--- src/rtl/plru_pkg.sv ---
package plru_pkg;
    localparam int WAYS      = 8;
    localparam int WAY_W     = $clog2(WAYS);
    localparam int NODES     = WAYS - 1;

    typedef logic [NODES-1:0] tree_t;
    typedef logic [WAYS-1:0]  wayvec_t;
    typedef logic [WAY_W-1:0] wayidx_t;

    // Rewrite the three nodes on the path of way w so each points away from w.
    function automatic tree_t path_touch(input tree_t cur, input wayidx_t w);
        tree_t nxt;
        int    mid;
        int    leaf;
        nxt    = cur;
        mid    = 1 + int'(w[2]);
        leaf   = 3 + int'(w[2:1]);
        nxt[0]    = ~w[2];
        nxt[mid]  = ~w[1];
        nxt[leaf] = ~w[0];
        return nxt;
    endfunction
endpackage

--- src/rtl/plru_eff_bits.sv ---
module plru_eff_bits
    import plru_pkg::*;
(
    input  tree_t   stored,
    input  wayvec_t lk,
    output tree_t   eff
);
    logic lo_half, hi_half;
    logic [3:0] pair_full;

    always_comb begin
        lo_half = &lk[3:0];
        hi_half = &lk[7:4];
        for (int k = 0; k < 4; k++) begin
            pair_full[k] = lk[2*k] & lk[2*k+1];
        end
        // root
        eff[0] = lo_half | (stored[0] & ~hi_half);
        // middle level
        eff[1] = pair_full[0] | (stored[1] & ~pair_full[1]);
        eff[2] = pair_full[2] | (stored[2] & ~pair_full[3]);
        // leaves
        for (int k = 0; k < 4; k++) begin
            eff[3+k] = lk[2*k] | (stored[3+k] & ~lk[2*k+1]);
        end
    end
endmodule

--- src/rtl/plru_decode.sv ---
module plru_decode
    import plru_pkg::*;
(
    input  tree_t   eff,
    output wayvec_t onehot,
    output wayidx_t idx
);
    always_comb begin
        onehot[0] = ~eff[0] & ~eff[1] & ~eff[3];
        onehot[1] = ~eff[0] & ~eff[1] &  eff[3];
        onehot[2] = ~eff[0] &  eff[1] & ~eff[4];
        onehot[3] = ~eff[0] &  eff[1] &  eff[4];
        onehot[4] =  eff[0] & ~eff[2] & ~eff[5];
        onehot[5] =  eff[0] & ~eff[2] &  eff[5];
        onehot[6] =  eff[0] &  eff[2] & ~eff[6];
        onehot[7] =  eff[0] &  eff[2] &  eff[6];
    end

    always_comb begin
        idx = '0;
        for (int i = 0; i < WAYS; i++) begin
            if (onehot[i]) idx = idx | wayidx_t'(i);
        end
    end
endmodule

--- src/rtl/plru_state_store.sv ---
module plru_state_store
    import plru_pkg::*;
#(
    parameter int NUM_SETS = 16,
    parameter int SET_W    = (NUM_SETS > 1) ? $clog2(NUM_SETS) : 1
) (
    input  logic             clk,
    input  logic             rst_n,
    input  logic             touch_en,
    input  logic [SET_W-1:0] set_sel,
    input  wayidx_t          touch_way,
    output tree_t            cur_state
);
    tree_t st_q [NUM_SETS];

    for (genvar g = 0; g < NUM_SETS; g++) begin : g_set
        always_ff @(posedge clk or negedge rst_n) begin
            if (!rst_n) begin
                st_q[g] <= '0;
            end else if (touch_en && (set_sel == SET_W'(g))) begin
                st_q[g] <= path_touch(st_q[g], touch_way);
            end
        end
    end

    always_comb begin
        cur_state = '0;
        for (int i = 0; i < NUM_SETS; i++) begin
            if (set_sel == SET_W'(i)) cur_state = st_q[i];
        end
    end
endmodule

--- src/rtl/plru_victim_sel.sv ---
module plru_victim_sel
    import plru_pkg::*;
#(
    parameter int NUM_SETS = 16,
    parameter int SET_W    = (NUM_SETS > 1) ? $clog2(NUM_SETS) : 1
) (
    input  logic             clk,
    input  logic             rst_n,
    input  logic [SET_W-1:0] set_idx,
    input  logic             acc_valid,
    input  logic [2:0]       acc_way,
    input  logic [7:0]       lock,
    input  logic             victim_req,
    output logic [7:0]       victim_onehot,
    output logic [2:0]       victim_idx,
    output logic             victim_valid,
    output logic             all_locked
);
    tree_t stored_bits;
    tree_t eff_bits;

    plru_state_store #(.NUM_SETS(NUM_SETS), .SET_W(SET_W)) store_i (
        .clk       (clk),
        .rst_n     (rst_n),
        .touch_en  (acc_valid),
        .set_sel   (set_idx),
        .touch_way (acc_way),
        .cur_state (stored_bits)
    );

    plru_eff_bits eff_i (
        .stored (stored_bits),
        .lk     (lock),
        .eff    (eff_bits)
    );

    plru_decode dec_i (
        .eff    (eff_bits),
        .onehot (victim_onehot),
        .idx    (victim_idx)
    );

    always_comb begin
        all_locked   = &lock;
        victim_valid = victim_req & ~all_locked;
    end
endmodule

--- config.mk ---
export PLATFORM = sky130hd
export DESIGN_NAME = plru_victim_sel
export DESIGN_NICKNAME = d
export VERILOG_FILES = /design/src/rtl/plru_pkg.sv /design/src/rtl/plru_eff_bits.sv /design/src/rtl/plru_decode.sv /design/src/rtl/plru_state_store.sv /design/src/rtl/plru_victim_sel.sv
export SDC_FILE = /design/constraint.sdc
export NUM_CORES = 1
export LEC_CHECK = 0
export CORE_AREA = 2 2 132 82
export CTS_CLUSTER_DIAMETER = 40
export DETAILED_ROUTE_END_ITERATION = 16
export DIE_AREA = 0 0 134 84
export GPL_TIMING_DRIVEN = 0
export HOLD_SLACK_MARGIN = 0.05
export PLACE_DENSITY_LB_ADDON = 0.08
export SKIP_CTS_REPAIR_TIMING = 1
export SLEW_MARGIN = 40
export SYNTH_ARGS = -nofsm -noshare
export SYNTH_HDL_FRONTEND = slang
export SYNTH_SLANG_ARGS = --single-unit
--- constraint.sdc ---
create_clock -name clk -period 2.45 [get_ports clk]
set_input_delay 0.245 -clock clk [delete_from_list [all_inputs] [get_ports clk]]
set_output_delay 0.245 -clock clk [all_outputs]
set_load 0.02 [all_outputs]
==> key figures <==
Placed design
  – Hpwl dp: 14400 um
  – IO buf count: 31
  – Placer congestion estimate: between 0.9 and 1

GRT
  – Largest net degree at the start of global routing: 71
  – Vias in the first global route: roughly 5400
  – Tot GR Track Use: 0.396
  – First-pass GRT wire length: 32200 um
  – Initial antenna violation count: 1
  – Total gr overflow: 0

Critical path
  – Crit Path Category: flip-flop to output pin
  – Worst Path Max Fanout: 2
  – CP endpoint kind: output pin
  – Flop2flop setup slack: 1.56 ns
  – Reg2Reg Depth: 2
  – Reg2reg start: store_i.st_q[86]$_DFFE_PN0P_
  – CP max stage delay: around 0.46 ns
  – Reg2reg end: store_i.st_q[86]$_DFFE_PN0P_
  – Worst setup SP type: flip-flop
  – Arr. time, crit path: 2.82 ns
  – WP data required: roughly 2.2 ns
  – Crit path max-delay cell type: a222oi_1
  – Cell Chain, Critical Path: mux2i_2 -> nor3_1 -> a211o_1 -> a222oi_1 -> o21ai_1 -> and3_1 -> or4_4 -> buf_6

Logic synthesis
  – Synth warn: 0
  – Ys flop type: dfrtp_1
  – Syn_nets: ~640
  – Dominant cell type by area after synthesis: dfrtp_1
  – Asr flop ratio synth: 1.00
  – Ranking of synthesized cells by area: dfrtp_1 (47%), mux2_2 (9.9%), a31oi_1 (7.2%), a21oi_1 (7.0%), nand2_1 (3.8%)
  – Post-synth EDFFs: 0
  – Post-Syn Instances: slightly above 600
  – Cell variety after synth: 49
  – Post-synthesis area per instance: 9.65 um2
  – Seq cells post-synth: between 100 and 150
  – Post-synth top area share: 0.474
  – Post-synthesis sequential area ratio: 0.474
  – Synth Cell Area: 0.00592 mm2

Timing
  – Setup Viol. Count Final: 7
  – Max frequency: 326 MHz
  – Final hold vios: 0
  – Final Cycle Share: 1.25
  – RSZ-0062 raised after global routing: true
  – Worst setup margin: -0.615 ns
  – Relative slew slack: 0.416
  – Worst-Margin Slew: 0.875 ns
  – Post-route minimum period: 3.06 ns
  – Worst Skew: 0 ns
  – Pins over their slew limit: 0

Power and ir drop
  – Clock Power Share: 0.310
  – Pwr dens: 731 mW/mm2
  – Switching share of power: 0.321
  – Sequential power share: 0.457
  – Gate power share: 0.233
  – Overall Power: 5.26 mW
  – Power Internal: 3.57 mW
  – Max VDD drop: 436 uV
  – Sw power: between 1.5 and 2 mW
  – Leakage Power: 3.04 nW

Floorplan
  – Die area: 0.0113 mm2
  – Die width: 134 um
  – Row cnt: 29
  – Core Region: 0.0102 mm2
  – Chip height: 84 um
  – Top Ports: 32
  – Initial Util: 0.580

Finish
  – Largest registers: store_i.st_q x112
  – Most flop-heavy register: store_i.st_q
  – Final Core Density: 0.706
  – Max reg flops: 112
  – Layout cell share with drive strength beyond 1: 0.241
  – Antenna cells: 0
  – Synth-to-Final Area Change: 21.6%
  – Final nets: ~700

Worst hold path
  – Hold Path Class: input port to async pin

Outcome
  – Failing checks: negative setup slack
  – Outcome: finished with violations

CTS
  – CTS max path bufs: 2
  – H-tree Lvls: 3
  – Total CTS buffers: 9
  – Clock sink count: 112
  – TritonCTS clock tree: built
  – Clk pin slew, worst setup/hold paths: 0.09 ns
  – Clock root cell: clkbuf_16
  – Worst-skew pair later-pin latency: between 0.3 and 0.4 ns

Routing
  – Drt total wl: 21900 um
  – First DRT Iteration DRCs: 804
  – DRC: 0
  – DR vias: 5694
  – Post-route ant nets: 0
  – DR WL/cell: 26.9 um
  – Via density: 6.98
  – First-pass DRT Iterations: 5

Job
  – Max-Cap Viols: 0
## cells in the final DEF (no fill, tap or decap), types with 9 or more instances in the layout
master / netlist / routed
a21oi_1: 83 / 82
a31oi_1: 68 / 67
buf_4: 4 / 18
buf_6: 0 / 13
clkbuf_1: 45 / 41
clkbuf_16: 0 / 9
clkdlybuf4s50_1: 0 / 15
dfrtp_1: 112 / 112
mux2_2: 52 / 52
nand2_1: 60 / 59
nor2_1: 32 / 29
o21ai_0: 18 / 15
## through the flow
stage	hold slack, ns	instances	area [um2]	setup TNS [ns]	worst slack (ns)
floorplan	-0.0506	613	5920	0	0.0326
global placement	0.481	783	6410	-402.21	-3.01
detailed placement	0.145	784	6440	-66.65	-1.65
CTS	-0.243	800	6770	-28.68	-1.65
global route	0.383	816	7200	-1.52	-0.647
finish	0.350	816	7200	-1.13	-0.615
## cells in the mapped netlist (all sizes together) (6+ instances only)
library cell and number:
a211oi 6, a21oi 83, a31oi 68, buf 16, clkbuf 45, dfrtp 112, inv 8, mux2 52
mux2i 12, nand2 60, nand2b 6, nand3 9, nand4 8, nor2 32, nor2b 7, nor3 10
o21ai 22
## layer usage
| metal | routed length, um | GRT usage |
|---|---|---|
| met4 | 632 | 0.162 |
| met2 | 9190 | 0.551 |
| met5 | 0 | 0 |
| met3 | 3310 | 0.163 |
| met1 | 8790 | 0.547 |
## worst max-delay path by stage
stage | start | end | depth (start not counted)
after floorplan | set_idx[0] | victim_idx[0] | 7
after global placement | rst_n | store_i.st_q[93]$_DFFE_PN0P_ | 1
after detailed placement | set_idx[2] | victim_idx[0] | 10
after CTS | set_idx[2] | victim_idx[0] | 10
after global routing | store_i.st_q[108]$_DFFE_PN0P_ | victim_idx[0] | 8
final | store_i.st_q[108]$_DFFE_PN0P_ | victim_idx[0] | 8
## critical path, delay by kind of cell, from the launching register on
kind,cells,cell delay (ns)
flops,1,0.42
compound gates,3,0.93
mux,1,0.22
simple gates,3,0.73
buf+inv,1,0.15
## area by class of cell
type                            count  area, um2
Multi-Input combinational cell    431       3040
Buffer                             61        349
Fill cell                         778       3000
Inverter                            9       45.0
Sequential cell                   112       2800
Timing Repair inverter              1       5.00
Clock inverter                      7        105
Clock buffer                        9        225
Timing Repair Buffer               47        450
Tap cell                          139        174
## cells by family (layout without fill, tap and decap cells)
kind of cell / after synthesis / count (layout) / synth area share
AOI/OAI and AO/OA: 211 / 211 / 0.215
and+or+nand+nor: 146 / 146 / 0.114
DFF: 112 / 112 / 0.474
buffers and inverters: 70 / 134 / 0.0488
muxes: 69 / 69 / 0.138
adders and majority gates: 5 / 5 / 0.0106
## power groups by stage
stage	registers (mW)	clock network (mW)	logic, mW
2_1_floorplan	2.35	0	0.698
3_3_place_gp	2.40	0	1.01
3_5_place_dp	2.42	0	1.05
4_1_cts	2.38	1.63	1.05
5_1_grt	2.44	1.70	1.31
6_report	2.40	1.63	1.23
Note: power is estimated with default switching activity, not from simulation.
